### config.mk
export PLATFORM = sky130hd
export DESIGN_NAME = lf_link_fault_unit
export DESIGN_NICKNAME = d
export VERILOG_FILES = /design/src/rtl/lf_pkg.sv /design/src/rtl/lf_col_decode.sv /design/src/rtl/lf_fault_monitor.sv /design/src/rtl/lf_tx_override.sv /design/src/rtl/lf_link_fault_unit.sv
export SDC_FILE = /design/constraint.sdc
export NUM_CORES = 1
export LEC_CHECK = 0
export ABC_AREA = 1
export BUFFER_PORTS_ARGS = -buffer_cell sky130_fd_sc_hd__buf_2
export CORE_ASPECT_RATIO = 0.8
export CORE_MARGIN = 4
export CORE_UTILIZATION = 54
export CTS_BUF_LIST = sky130_fd_sc_hd__clkbuf_8
export DETAILED_ROUTE_END_ITERATION = 7
export GPL_TIMING_DRIVEN = 0
export PLACE_DENSITY = 0.88
export SYNTH_ARGS = -nofsm -noshare
export SYNTH_HDL_FRONTEND = slang
export SYNTH_SLANG_ARGS = --single-unit
### constraint.sdc
create_clock -name clk -period 3.53 [get_ports clk]
set_input_delay 0.353 -clock clk [delete_from_list [all_inputs] [get_ports clk]]
set_output_delay 0.353 -clock clk [all_outputs]
set_load 0.005 [all_outputs]
### src/rtl/lf_pkg.sv
package lf_pkg;

  localparam int LANES  = 4;
  localparam int DATA_W = 8 * LANES;

  typedef enum logic [1:0] {
    LF_NONE   = 2'b00,
    LF_LOCAL  = 2'b01,
    LF_REMOTE = 2'b10
  } lf_status_e;

  localparam logic [7:0]        SEQ_CHAR  = 8'h9C;
  localparam logic [7:0]        IDLE_CHAR = 8'h07;
  localparam logic [LANES-1:0]  SEQ_CTRL  = 4'b0001;
  localparam logic [LANES-1:0]  IDLE_CTRL = 4'b1111;

  // Classify one received column; LF_NONE when it is no fault sequence.
  function automatic lf_status_e lf_classify(input logic [DATA_W-1:0] d,
                                             input logic [LANES-1:0]  c);
    lf_status_e k;
    k = LF_NONE;
    if (c == SEQ_CTRL && d[7:0] == SEQ_CHAR && d[23:8] == 16'h0000) begin
      if (d[31:24] == 8'h01)      k = LF_LOCAL;
      else if (d[31:24] == 8'h02) k = LF_REMOTE;
    end
    return k;
  endfunction

  // Build the sequence column for a given fault type.
  function automatic logic [DATA_W-1:0] lf_seq_col(input lf_status_e k);
    return {6'b000000, k, 16'h0000, SEQ_CHAR};
  endfunction

  function automatic logic [DATA_W-1:0] lf_idle_col();
    return {LANES{IDLE_CHAR}};
  endfunction

endpackage

### src/rtl/lf_col_decode.sv
module lf_col_decode
  import lf_pkg::*;
(
  input  logic [DATA_W-1:0] col_data,
  input  logic [LANES-1:0]  col_ctrl,
  output logic              seq_hit,
  output lf_status_e        seq_kind
);

  always_comb begin
    seq_kind = lf_classify(col_data, col_ctrl);
    seq_hit  = (seq_kind != LF_NONE);
  end


  always_comb begin
    seq_hit_ctrl_chk: assert (!seq_hit || col_ctrl == SEQ_CTRL);
  end

endmodule

### src/rtl/lf_fault_monitor.sv
module lf_fault_monitor
  import lf_pkg::*;
#(
  parameter int DECL_COUNT = 4,
  parameter int WIN_COLS   = 128,
  parameter int CLEAR_COLS = 128
) (
  input  logic       clk,
  input  logic       rst_n,
  input  logic       seq_hit,
  input  lf_status_e seq_kind,
  output lf_status_e status_o
);

  localparam int CNT_W = $clog2(DECL_COUNT + 1);
  localparam int WIN_W = $clog2(WIN_COLS + 1);
  localparam int CLR_W = (CLEAR_COLS > 1) ? $clog2(CLEAR_COLS) : 1;

  lf_status_e       status_q;
  lf_status_e       kind_q;
  logic [CNT_W-1:0] cnt_q;
  logic [WIN_W-1:0] win_q;
  logic [CLR_W-1:0] clr_q;

  // Named internal events for the assertions.
  logic             win_expired;
  logic             restart_hit;
  logic             decl_hit;
  logic             clear_hit;
  logic [CNT_W-1:0] cnt_nxt;

  always_comb begin
    win_expired = (win_q >= WIN_W'(WIN_COLS));
    restart_hit = seq_hit && (cnt_q == '0 || seq_kind != kind_q || win_expired);
    cnt_nxt     = restart_hit ? CNT_W'(1) : cnt_q + CNT_W'(1);
    decl_hit    = seq_hit && (cnt_nxt == CNT_W'(DECL_COUNT));
    clear_hit   = (status_q != LF_NONE) && !seq_hit &&
                  (clr_q == CLR_W'(CLEAR_COLS - 1));
  end

  always_ff @(posedge clk or negedge rst_n) begin
    if (!rst_n) begin
      status_q <= LF_NONE;
      kind_q   <= LF_NONE;
      cnt_q    <= '0;
      win_q    <= '0;
      clr_q    <= '0;
    end else if (seq_hit) begin
      clr_q  <= '0;
      kind_q <= seq_kind;
      win_q  <= restart_hit ? WIN_W'(1) : (win_expired ? win_q : win_q + WIN_W'(1));
      if (decl_hit) begin
        status_q <= seq_kind;
        cnt_q    <= '0;
      end else begin
        cnt_q <= cnt_nxt;
      end
    end else begin
      if (cnt_q != '0 && !win_expired) win_q <= win_q + WIN_W'(1);
      if (clear_hit) begin
        status_q <= LF_NONE;
        clr_q    <= '0;
      end else if (status_q != LF_NONE) begin
        clr_q <= clr_q + CLR_W'(1);
      end
    end
  end

  assign status_o = status_q;


  no_decl_without_seq_chk: assert property (@(posedge clk) disable iff (!rst_n)
    (status_q == LF_NONE && !seq_hit) |=> status_q == LF_NONE);


  no_clear_on_seq_chk: assert property (@(posedge clk) disable iff (!rst_n)
    (status_q != LF_NONE && seq_hit) |=> status_q != LF_NONE);


  cnt_bound_chk: assert property (@(posedge clk) disable iff (!rst_n)
    cnt_q < CNT_W'(DECL_COUNT));


  kind_follows_seq_chk: assert property (@(posedge clk) disable iff (!rst_n)
    seq_hit |=> kind_q == $past(seq_kind));

endmodule

### src/rtl/lf_tx_override.sv
module lf_tx_override
  import lf_pkg::*;
(
  input  logic              clk,
  input  logic              rst_n,
  input  lf_status_e        status_i,
  input  logic [DATA_W-1:0] cl_data_i,
  input  logic [LANES-1:0]  cl_ctrl_i,
  output logic [DATA_W-1:0] tx_data_o,
  output logic [LANES-1:0]  tx_ctrl_o,
  output lf_status_e        tx_status_o
);

  logic [DATA_W-1:0] sel_data;
  logic [LANES-1:0]  sel_ctrl;

  always_comb begin
    unique case (status_i)
      LF_LOCAL: begin
        sel_data = lf_seq_col(LF_REMOTE);
        sel_ctrl = SEQ_CTRL;
      end
      LF_REMOTE: begin
        sel_data = lf_idle_col();
        sel_ctrl = IDLE_CTRL;
      end
      default: begin
        sel_data = cl_data_i;
        sel_ctrl = cl_ctrl_i;
      end
    endcase
  end

  always_ff @(posedge clk or negedge rst_n) begin
    if (!rst_n) begin
      tx_data_o   <= lf_idle_col();
      tx_ctrl_o   <= IDLE_CTRL;
      tx_status_o <= LF_NONE;
    end else begin
      tx_data_o   <= sel_data;
      tx_ctrl_o   <= sel_ctrl;
      tx_status_o <= status_i;
    end
  end


  local_sends_rf_chk: assert property (@(posedge clk) disable iff (!rst_n)
    status_i == LF_LOCAL |=> (tx_ctrl_o == 4'b0001 && tx_data_o == 32'h0200009C));


  remote_sends_idle_chk: assert property (@(posedge clk) disable iff (!rst_n)
    status_i == LF_REMOTE |=> (tx_ctrl_o == 4'b1111 && tx_data_o == 32'h07070707));


  passthru_chk: assert property (@(posedge clk) disable iff (!rst_n)
    status_i == LF_NONE |=> (tx_data_o == $past(cl_data_i) && tx_ctrl_o == $past(cl_ctrl_i)));

endmodule

### src/rtl/lf_link_fault_unit.sv
module lf_link_fault_unit
  import lf_pkg::*;
#(
  parameter int DECL_COUNT = 4,
  parameter int WIN_COLS   = 128,
  parameter int CLEAR_COLS = 128
) (
  input  logic        clk,
  input  logic        rst_n,
  input  logic [31:0] rx_col_data,
  input  logic [3:0]  rx_col_ctrl,
  input  logic [31:0] cl_tx_data,
  input  logic [3:0]  cl_tx_ctrl,
  output logic [31:0] tx_col_data,
  output logic [3:0]  tx_col_ctrl,
  output logic [1:0]  rx_fault_status,
  output logic [1:0]  tx_fault_status
);

  logic       seq_hit;
  lf_status_e seq_kind;
  lf_status_e rx_status;
  lf_status_e tx_status;

  lf_col_decode u_decode (
    .col_data (rx_col_data),
    .col_ctrl (rx_col_ctrl),
    .seq_hit  (seq_hit),
    .seq_kind (seq_kind)
  );

  lf_fault_monitor #(
    .DECL_COUNT (DECL_COUNT),
    .WIN_COLS   (WIN_COLS),
    .CLEAR_COLS (CLEAR_COLS)
  ) u_monitor (
    .clk      (clk),
    .rst_n    (rst_n),
    .seq_hit  (seq_hit),
    .seq_kind (seq_kind),
    .status_o (rx_status)
  );

  lf_tx_override u_tx (
    .clk         (clk),
    .rst_n       (rst_n),
    .status_i    (rx_status),
    .cl_data_i   (cl_tx_data),
    .cl_ctrl_i   (cl_tx_ctrl),
    .tx_data_o   (tx_col_data),
    .tx_ctrl_o   (tx_col_ctrl),
    .tx_status_o (tx_status)
  );

  assign rx_fault_status = rx_status;
  assign tx_fault_status = tx_status;


  tx_status_lag_chk: assert property (@(posedge clk) disable iff (!rst_n)
    1'b1 |=> tx_fault_status == $past(rx_fault_status));

endmodule

### Yosys cells after proc, flatten, opt, wreduce, memory -nomap -nowiden

Cells that the tools add are included.

* output and inout port bits: 40
* input bits: 74
* flip-flop bits (word level): 60
* logic and storage cells: 61

* equality and inequality tests: 11
* order comparisons: 1
* multiplexer cells: 17
* reduce and logical (&&, ||, !) cells: 21
* add/sub/neg operators: 3

Operators with widths (number)
* $pmux W32 S2: 1
* $mux W8: 4
* $mux W7: 3
* $logic_not A16 Y1: 1
* $mux W2: 6
* $add A8 B1 Y8 const B: 1
* $eq A8 B1 Y1 const B: 1
* $eq A8 B2 Y1 const B: 1
* $eq A8 B8 Y1 const B: 1
* $ge A8 B8 Y1 const B: 1
* $pmux W4 S2: 1
* $reduce_bool A2 Y1: 4
* $add A7 B1 Y7 const B: 1
* $eq A7 B7 Y1 const B: 1
* $logic_and A1 B1 Y1: 7
* $mux W3: 2
* $reduce_bool A3 Y1: 2
* $eq A4 B1 Y1 const B: 1
* $reduce_and A2 Y1: 2
* $add A3 B1 Y3 const B: 1
* $eq A3 B3 Y1 const B: 1
* $logic_not A3 Y1: 1
* $ne A3 B3 Y1 const B: 1
* $eq A2 B1 Y1 const B: 1
* 5 further kinds: 7

### Logic depth before layout (Yosys ltp)

Gate-level depths: netlist (run 1).

* depth after elaboration: 13
* gate-level depth with buffers: 13
* mapped depth without buffers: 13

### By module

From an unflattened synthesis (run 1), not the netlist that was laid out.

* cell total of the unflattened synthesis: 317
* area total of the unflattened synthesis: 2825.2 sq um

Modules (own cells, without submodules)
* lf_tx_override: cells an instance 122, times used 1, area each 1350.0 sq um, seq. area each 970.9 sq um
* lf_fault_monitor: cells an instance 143, times used 1, area each 1263.7 sq um, seq. area each 550.5 sq um
* lf_col_decode: cells an instance 52, times used 1, area each 211.5 sq um, seq. area each 0.0 sq um

### Least setup slack after synthesis (run 1)

Ideal clock, no wire load.

* path type: input port to flip-flop
* start: input port rx_col_data[31]
* end: register u_monitor.status_q[0] (netlist: u_monitor.status_o[0])
* slack: 2.002 ns
* stages on the path: 10
* arrival time: 1.410 ns
* required time: 3.412 ns
* cell sequence: nor2_1 > nand3_2 > nor2_4 > nand3_2 > nand2_1 > nand3_2 > nor2_2 > nand4_1 > nand3_1 > nand2_1

* word-level cells in the longest chain between the ends: 13
* elaborated cells on any way between the ends: 21

RTL lines
* start: declaration: RTL line lf_link_fault_unit.sv:10 `input logic [31:0] rx_col_data,`
* $eq A8 B2 Y1: RTL line lf_pkg.sv:24 `else if (d[31:24] == 8'h02) k = LF_REMOTE;`
* $mux W2: RTL line lf_pkg.sv:24
* $mux W2 (*): RTL line lf_pkg.sv:23 `if (d[31:24] == 8'h01) k = LF_LOCAL;`
* $mux W2 (*): RTL line lf_pkg.sv:22 `if (c == SEQ_CTRL && d[7:0] == SEQ_CHAR && d[23:8] == 16'h0000) begin`
* $ne A2 B2 Y1: RTL line lf_fault_monitor.sv:34 `restart_hit = seq_hit && (cnt_q == '0 || seq_kind != kind_q || win_expired);`
* $logic_or A1 B1 Y1 (2 in a row): RTL line lf_fault_monitor.sv:34
* $logic_and A1 B1 Y1: RTL line lf_fault_monitor.sv:34
* $mux W3: RTL line lf_fault_monitor.sv:35 `cnt_nxt = restart_hit ? CNT_W'(1) : cnt_q + CNT_W'(1);`
* $eq A3 B3 Y1: RTL line lf_fault_monitor.sv:36 `decl_hit = seq_hit && (cnt_nxt == CNT_W'(DECL_COUNT));`
* $logic_and A1 B1 Y1: RTL line lf_fault_monitor.sv:36
* $ne A2 B2 Y1 (no line)
* $reduce_and A2 Y1 (no line)
* end signal: assignment: RTL line lf_fault_monitor.sv:53 `status_q <= seq_kind;`
* end: declaration: RTL line lf_fault_monitor.sv:19 `lf_status_e status_q;`

Mark *: on every way between the ends. The rest lies on a longest branch, timed or not. The select of a mux whose other input is x is not followed.
A chain may end at the register's enable or synchronous reset.

### Final worst setup path (run 1)

* start: register u_monitor.status_q[0] (netlist: u_monitor.status_o[0])
* end: register u_tx.tx_data_o[8]

* word-level cells in the longest chain between the ends: 2
* elaborated cells on any way between the ends: 3

RTL lines
* $eq A2 B2 Y1 or $eq A2 B1 Y1 (tied branches): RTL line lf_tx_override.sv:18 `unique case (status_i)`
* $pmux W32 S2 (*): RTL line lf_tx_override.sv:18
* named net u_tx.sel_data[8]: RTL line lf_tx_override.sv:14 `logic [DATA_W-1:0] sel_data;`
* end signal: assignment: RTL line lf_tx_override.sv:36 `tx_data_o <= lf_idle_col();`
* end signal: assignment: RTL line lf_tx_override.sv:40 `tx_data_o <= sel_data;`
* end: declaration: RTL line lf_tx_override.sv:9 `output logic [DATA_W-1:0] tx_data_o,`

The timed path passes the listed nets; every way through them passes the cells marked *.

==> impl_metrics.json, run 1 <==
{
  "status": "complete, no violations",
  "leakagePower_nw": 2.10,
  "grt_pass1_vias": 2722,
  "endpoint_kind": "flip-flop",
  "synth.area.top_cells": "dfrtp_1 38%, dfstp_2 15%, nand2_1 11%, inv_1 7.7%, nor2_1 6.8%",
  "num-fill-cells": 347,
  "ir_drop_mv": 0.299,
  "rsz0062_at_grt": "no",
  "wl_per_cell_um": 13.9,
  "core-area_um2": 5060,
  "hold_buffers": 0,
  "setup_violations": 0,
  "yosys.area_share.adder_pct": 3.49,
  "drtIter0Drc": 177,
  "grt_usage_pct": 24.0,
  "num_vias": 2659,
  "hold_path.class": "in -> async",
  "ys_ff_latch": 60,
  "clockBufferDepth": 2,
  "die_w_um": 89.5,
  "criticalPathCategory": "reg -> reg",
  "vias_per_cell": 5.02,
  "syn_to_final_growth_pct": 29.6,
  "required_ns": 3.81,
  "cp.arrival_ns": 2.00,
  "place_area_um2": 3510,
  "hold_viol": 0,
  "worstPathMaxFanout": 10,
  "syn_inst": 339,
  "p_per_area_nw_per_um2": 394,
  "ys_seq_area_share_pct": 53.0,
  "drc": 0,
  "ys.warnings.count": 0,
  "h-tree-depth": 3,
  "clkLatencyLatePin_ns": 0.34,
  "drive_above_1_share_pct": 35.9,
  "postCtsSetupBuffers": 0,
  "synth_top_family_by_area": "simple AND/OR/NAND/NOR gates",
  "grt_max_degree": 61,
  "synth_area_leader_cell": "dfrtp_1",
  "synth_xor_area_share_pct": 3.66,
  "die_y_um": 73.2,
  "cts-root-buf": "clkbuf_8",
  "synthMuxAreaShare_pct": 0,
  "relSlewSlack_pct": 52.9,
  "clk_pin_slew_ns": 0.07,
  "synth.distinct_cells": 29,
  "cts_sinks": 60,
  "layout_common_cells": "112 x buf_2, 85 x nand2_1, 60 x inv_1",
  "max_slew.worst_pin.slew_ns": 0.706,
  "dpl.hpwl_um": 5310,
  "portBuffers": 113,
  "syn-num-nets": 421,
  "finalCritPeriodShare_pct": 48.8,
  "antenna_found_initial": 0,
  "cts_tree": "done",
  "r2r-start": "u_monitor.status_o[0]",
  "layout_commonest_cell": "buf_2",
  "tns_ns": 0,
  "startpoint": "u_monitor.status_o[0]",
  "postSynthAreaPerCell_um2": 8.46,
  "diodes": 0,
  "syn-cell-area_um2": 2870,
  "ctsResizeCount": 0,
  "grt_pass1_wl_um": 11800,
  "drv_slew": 0,
  "start_util_pct": 56.6,
  "routed_wl_um": 7350,
  "rows": 23,
  "drtAntennaViolNets": 0,
  "num_io_pins": 114,
  "cts_made_buffers": 9,
  "fin_skew_ns": 0.00748,
  "synth_compound_area_share_pct": 3.36,
  "max_freq_mhz": 581,
  "overflow": 0,
  "worst_setup_path_start_kind": "flip-flop",
  "final.min_clock_period_ns": 1.72,
  "yosysTopAreaCellShare_pct": 38.4,
  "yosys.area_share.simple_pct": 27.8,
  "finalNetCount": 545,
  "die_area_um2": 6550,
  "dr.pass1.iters": 5,
  "gp_congestion": 0.769,
  "cap_violations": 0,
  "final_area_um2": 3720
}
-- critical path: stages, from the launching register on --
cell and delay [ns]:
dfrtp_1 0.43, inv_1 0.10, ha_1 0.36, inv_1 0.20, clkbuf_1 0.37, nand2_1 0.11
nand2_1 0.08
-- area by class of cell --
cell class                 count  area, um2  area share, %
buffer                         4       15.0          0.404
clock buffer                  11        151           4.07
clock inverter                 5       51.3           1.38
inverter                      62        233           6.26
multi-input combinational    213       1100           29.6
sequential                    60       1520           40.9
tap                           62       77.6           2.09
timing repair buffer         113        568           15.3
-- state kept, by name, summed over array words and instances, names as in the netlist --
| name | flops |
|---|---|
| u_tx.tx_data_o | 32 |
| u_monitor.cnt_q | 3 |
| u_tx.tx_ctrl_o | 4 |
| u_monitor.win_q | 8 |
| u_monitor.status_o | 2 |
| u_tx.tx_status_o | 2 |
| u_monitor.clr_q | 7 |
| u_monitor.kind_q | 2 |
-- final timing paths --
check	to	slack, ns	cells after the start
max reg2reg	u_tx.tx_data_o[8]	1.81	6
min in group clk	u_tx.tx_data_o[25]	0.20	2
min reg2reg	u_tx.tx_status_o[1]	0.47	0
max in group asynchronous	u_monitor.win_q[3]	3.00	1
min	u_monitor.cnt_q[2]	0.07	1
max	u_tx.tx_data_o[8]	1.81	6
-- synthesized netlist by cell type --
library cell,instances
clkbuf_1,4
nor2_1,52
nand2_2,1
nor3_2,1
nor2_4,2
nor3b_2,1
xor2_1,9
nand4_1,7
o21ai_1,2
inv_1,59
a21oi_1,2
o21ai_0,4
nand2_4,1
nor3_1,2
o21ai_2,1
nand3_1,15
nand3_2,4
dfrtp_1,44
o22ai_2,1
nor2_2,4
nand2_1,85
o22ai_1,3
or2_4,1
a21oi_4,1
or2_2,3
dfstp_2,16
inv_2,3
xnor2_1,3
ha_1,8
-- per-layer routing --
layer | track usage, % | wire, um
met2 | 42.9 | 4030
met1 | 25.7 | 2650
met3 | 7.34 | 427
met5 | 0 | 0
met4 | 11.4 | 246
-- logic make-up (layout without fill, tap and decap cells) --
group	count (synthesis)	in the layout
buf+inv	66	195
flops	60	60
compound gates	14	14
xor+xnor	12	12
fa+ha+maj	8	8
simple gates	179	179
-- where the power goes --
part	internal [W]	switching, W
combinational	0.0000576	0.0000623
sequential	0.000715	0.00000468
clock	0.000359	0.000265
total	0.00113	0.000332
-- per-stage QoR --
stage	setup slack, ns	total power (W)	util [%]	hold WS, ns	std cells
floorplan	2.00	0.000770	-	0.0574	339
global placement	1.71	0.000845	69.3	0.450	514
detailed placement	1.67	0.000852	69.3	0.464	514
CTS	1.83	0.00147	73.3	0.186	530
global route	1.59	0.00152	73.4	0.117	530
finish	1.81	0.00146	73.4	0.0698	530
Note: power is estimated with default switching activity, not from simulation.
==> inputs of run 2 (changes only) <==
CORE_UTILIZATION = 45   (was 54)
PLACE_DENSITY = 0.78   (was 0.88)
clock period = 1.5 ns   (was 3.53 ns; I/O delays follow)
==> impl_metrics.json, run 2 (synthesized netlist as in run 1, its figures left out) <==
{
  "status": "complete, no violations",
  "fin_skew_ns": 0.00496,
  "criticalPathCategory": "reg -> reg",
  "hold_path.class": "in -> reg",
  "drive_above_1_share_pct": 40.4,
  "num-fill-cells": 483,
  "worst_setup_path_start_kind": "flip-flop",
  "crit_chain": "buf_4 > buf_4 > ha_2 > xor2_2 > nand4_1 > nand3_1 > nand2_1",
  "regArea_um2": 1520,
  "hold_viol": 0,
  "multi_input_area_um2": 1180,
  "diodes": 0,
  "min_path_cells": 3,
  "clk_pin_slew_ns": 0.06,
  "relSlewSlack_pct": 52.1,
  "grt_usage_pct": 18.5,
  "drtAntennaViolNets": 0,
  "cp.depth": 7,
  "largest_reg_flops": 32,
  "max_freq_mhz": 672,
  "clockBufferDepth": 2,
  "grt_max_degree": 61,
  "dr.pass1.iters": 4,
  "drtIter0Drc": 112,
  "layout_setup_ws_ns": 0.0126,
  "cts_made_buffers": 9,
  "worst-path-buf-inv": 2,
  "num_io_pins": 114,
  "cp_top_family": "flip-flops",
  "rows": 25,
  "antenna_found_initial": 0,
  "die_w_um": 97.3,
  "r2r_cells": 7,
  "h-tree-depth": 3,
  "cp.arrival_ns": 1.71,
  "cap_violations": 0,
  "vias_per_cell": 4.65,
  "layout_common_cells": "112 x buf_2, 84 x nand2_1, 55 x inv_1",
  "pre_cts_ws_ns": -0.180,
  "core-area_um2": 6040,
  "finalCritPeriodShare_pct": 99.2,
  "layout_commonest_cell": "buf_2",
  "drc": 0,
  "dpl.hpwl_um": 4900,
  "rsz0062_at_grt": "yes",
  "finalPower_w": 0.00357,
  "syn_to_final_growth_pct": 41.5,
  "overflow": 0,
  "worst_path_most_repeated_cell": "buf_4",
  "cts_sinks": 60,
  "ir_drop_mv": 0.559,
  "worstPathMaxFanout": 4,
  "cts-root-buf": "clkbuf_8",
  "die_y_um": 79.4,
  "critPathMaxStageDelay_ns": 0.40,
  "endpoint_kind": "flip-flop",
  "num_vias": 2671,
  "routed_wl_um": 7370,
  "max_slew.worst_pin.slew_ns": 0.719,
  "final.min_clock_period_ns": 1.49,
  "grt_pass1_vias": 2730,
  "required_ns": 1.73,
  "largest_register": "u_tx.tx_data_o",
  "top_regs": "u_tx.tx_data_o: 32 flops, u_monitor.win_q: 8 flops, u_monitor.clr_q: 7 flops",
  "leakagePower_nw": 2.24,
  "p_per_area_nw_per_um2": 880,
  "drv_slew": 0,
  "setup_violations": 0,
  "tns_ns": 0,
  "clkLatencyLatePin_ns": 0.34,
  "grt_pass1_wl_um": 11400,
  "wl_per_cell_um": 12.8,
  "start_util_pct": 47.5,
  "gp_congestion": 0.765,
  "crit_slowest_cell": "dfrtp_1",
  "portBuffers": 113,
  "die_area_um2": 7720,
  "finalNetCount": 570,
  "cts_tree": "done"
}
==> run 2: cell types whose count changed in the layout (fill, tap and decap cells not counted), moves of 3 or more <==
cell	previous run	this run
clkbuf_2	0	3
clkbuf_1	4	0
inv_2	3	8
nor2_1	52	49
ha_1	8	5
inv_1	60	55
buf_4	1	13
dlygate4sd3_1	0	13
==> run 2: tightest hold or removal path, stage by stage <==
cell	delay [ns]
buf_2	0.08
nand2_1	0.04
nand2_1	0.04
==> run 2: timing repair <==
item | in CTS | in global routing
cloned | 0 | 0
hold buffers | 12 | 1
setup endpoints to repair | 22 | 25
gates resized for setup | 12 | 15
pin swaps | 4 | 10
endpoints found under the hold margin | 12 | 44
buffers inserted | 6 | 6
==> run 2: worst paths after layout <==
check	slack, ns	end	start
setup / recovery	0.01	u_monitor.status_o[0]	u_monitor.cnt_q[0]
hold / removal	0.006	u_tx.tx_data_o[7]	cl_tx_data[7]
setup reg to reg	0.01	u_monitor.status_o[0]	u_monitor.cnt_q[0]
hold reg to reg	0.51	u_tx.tx_status_o[0]	u_monitor.status_o[0]
max in group asynchronous	0.60	u_monitor.win_q[4]	rst_n
min in group asynchronous	0.43	u_tx.tx_status_o[0]	rst_n
==> run 2: per-stage QoR <==
stage                     util, %  cell area (um2)  std cells  hold WS, ns
after detailed placement     58.6             3540        533        0.344
after CTS                    65.5             3950        567     0.000350
after global placement       58.6             3540        533        0.340
final                        67.2             4060        574      0.00572
after floorplan                 -             2870        339       -0.146
after global routing         67.2             4060        574      0.00444
==> run 2: report_power, final <==
group	total (W)	switching [W]	leakage [nW]	internal (W)
clock network	0.00157	0.000603	0.117	0.000965
registers	0.00170	0.0000110	0.690	0.00168
logic	0.000309	0.000152	1.44	0.000158
==> run 2: per-layer routing <==
metal	vias to the layer above	global-route usage, %	part of all wire (%)
li1	1322	-	-
met1	1261	18.8	37
met2	66	34.4	56
met3	22	6.90	4.6
met4	0	7.88	3.0
met5	-	0	0
==> run 2: final cells by class <==
cell class	count	share of cell area [%]
Clock inverter	6	1.94
Buffer	4	0.555
Multi-Input combinational cell	213	29.0
Timing Repair Buffer	138	19.4
Clock buffer	10	3.39
Tap cell	81	2.50
Inverter	62	5.73
Sequential cell	60	37.5
==> inputs of run 3 (changes only) <==
HOLD_SLACK_MARGIN = 0.15   (was unset)
==> impl_metrics.json, run 3 (synthesized netlist as in run 1, its figures left out) <==
{
  "max_freq_mhz": 657,
  "h-tree-depth": 3,
  "layout_common_cells": "112 x buf_2, 84 x nand2_1, 56 x inv_1",
  "criticalPathCategory": "reg -> reg",
  "layout_commonest_cell": "buf_2",
  "finalCritPeriodShare_pct": 101,
  "grt_usage_pct": 20.8,
  "drive_above_1_share_pct": 38.2,
  "portBuffers": 113,
  "grt_most_used_layer": "met2",
  "die_w_um": 97.3,
  "worst_setup_path_start_kind": "flip-flop",
  "max_slew.worst_pin.slew_ns": 0.715,
  "tns_ns": -0.0222,
  "rows": 25,
  "required_ns": 1.72,
  "stdcell_count": 600,
  "violations": "negative setup slack",
  "clk_pin_slew_ns": 0.06,
  "use_met1_pct": 19.6,
  "cts_sinks": 60,
  "num_io_pins": 114,
  "cap_violations": 0,
  "routed_wl_um": 7900,
  "dr.pass1.iters": 4,
  "vias_per_cell": 4.69,
  "status": "finished with violations",
  "ir_drop_mv": 0.579,
  "cts_tree": "done",
  "drtIter0Drc": 151,
  "top_regs": "u_tx.tx_data_o: 32 flops, u_monitor.win_q: 8 flops, u_monitor.clr_q: 7 flops",
  "clkLatencyLatePin_ns": 0.34,
  "grt_use_met3_pct": 7.07,
  "grt_pass1_wl_um": 12700,
  "hold_viol": 0,
  "gp_congestion": 0.765,
  "start_util_pct": 47.5,
  "post-place-cells": 533,
  "num_vias": 2812,
  "place_area_um2": 3540,
  "rsz0062_at_grt": "yes",
  "overflow": 0,
  "endpoint_kind": "flip-flop",
  "setup_violations": 1,
  "grt_max_degree": 61,
  "drtAntennaViolNets": 0,
  "cts_made_buffers": 9,
  "dpl.hpwl_um": 4900,
  "largest_register": "u_tx.tx_data_o",
  "clockBufferDepth": 2,
  "final.min_clock_period_ns": 1.52,
  "hold_path.class": "in -> reg",
  "finalNetCount": 595,
  "drv_slew": 0,
  "worstPathMaxFanout": 3,
  "grt_pass1_vias": 2960,
  "leakagePower_nw": 2.36,
  "grt_use_met2_pct": 40.2,
  "fin_skew_ns": 0.00493,
  "layout_setup_ws_ns": -0.0222,
  "relSlewSlack_pct": 52.4,
  "syn_to_final_growth_pct": 50.1,
  "core-area_um2": 6040,
  "cts-root-buf": "clkbuf_8",
  "drc": 0,
  "die_area_um2": 7720,
  "die_y_um": 79.4,
  "cp.arrival_ns": 1.75,
  "wl_per_cell_um": 13.2,
  "p_per_area_nw_per_um2": 841,
  "largest_reg_flops": 32,
  "final_area_um2": 4310,
  "antenna_found_initial": 0
}
-- run 3: power by group --
part / internal (W) / leakage (nW) / switching [W]
registers: 0.00168 / 0.690 / 0.0000132
clock network: 0.000965 / 0.117 / 0.000598
logic: 0.000198 / 1.55 / 0.000163
total: 0.00285 / 2.36 / 0.000774
-- run 3: layout make-up --
cell class              instances  area, um2
diodes                          1       2.50
repair buffers                163       1040
multi-input cells             213       1170
inverters                      62        233
clock inverters                 6       78.8
clock buffers                  10        138
plain buffers                   4       22.5
well taps                      81        101
fillers                       421       1730
flip-flops and latches         60       1520
-- run 3: worst paths after layout --
check | startpoint | end | slack [ns] | depth (start not counted)
setup / recovery | u_monitor.cnt_q[0] | u_monitor.status_o[0] | -0.02 | 8
hold / removal | rx_col_data[24] | u_monitor.kind_q[1] | 0.25 | 5
setup reg to reg | u_monitor.cnt_q[0] | u_monitor.status_o[0] | -0.02 | 8
hold reg to reg | u_monitor.status_o[0] | u_tx.tx_status_o[0] | 0.51 | 1
max in group asynchronous | rst_n | u_monitor.win_q[3] | 0.61 | 2
min in group asynchronous | rst_n | u_monitor.clr_q[2] | 0.41 | 2
-- run 3: timing repair --
item | 4_1_cts | 5_1_grt
setup buffers | 6 | 7
pin swaps | 4 | 13
hold buffers | 36 | 1
gates resized for setup | 12 | 13
endpoints found under the hold margin | 80 | 44
endpoints found under the setup margin | 22 | 29
-- run 3: per-stage QoR --
stage	power, W	worst slack (ns)	hold slack [ns]	util, %
3_5_place_dp	0.00200	-0.180	0.344	58.6
4_1_cts	0.00363	0.00263	0.136	69.5
5_1_grt	0.00378	-0.102	0.247	71.3
3_3_place_gp	0.00199	-0.117	0.340	58.6
2_1_floorplan	0.00181	0.0917	-0.146	-
6_report	0.00362	-0.0222	0.251	71.3
-- run 3: worst max-delay path: stages (launching register included) --
cell and delay (ns):
dfrtp_1 0.39, inv_2 0.09, ha_4 0.17, a21oi_4 0.19
nand3_4 0.12, nor2_4 0.14, nand4_1 0.13, nand3_1 0.12
nand2_1 0.06
-- run 3: layer usage --
layer | wire, um | vias up
li1 | - | 1369
met1 | 2790 | 1345
met2 | 4500 | 76
met3 | 375 | 22
met4 | 236 | 0
met5 | 0 | -
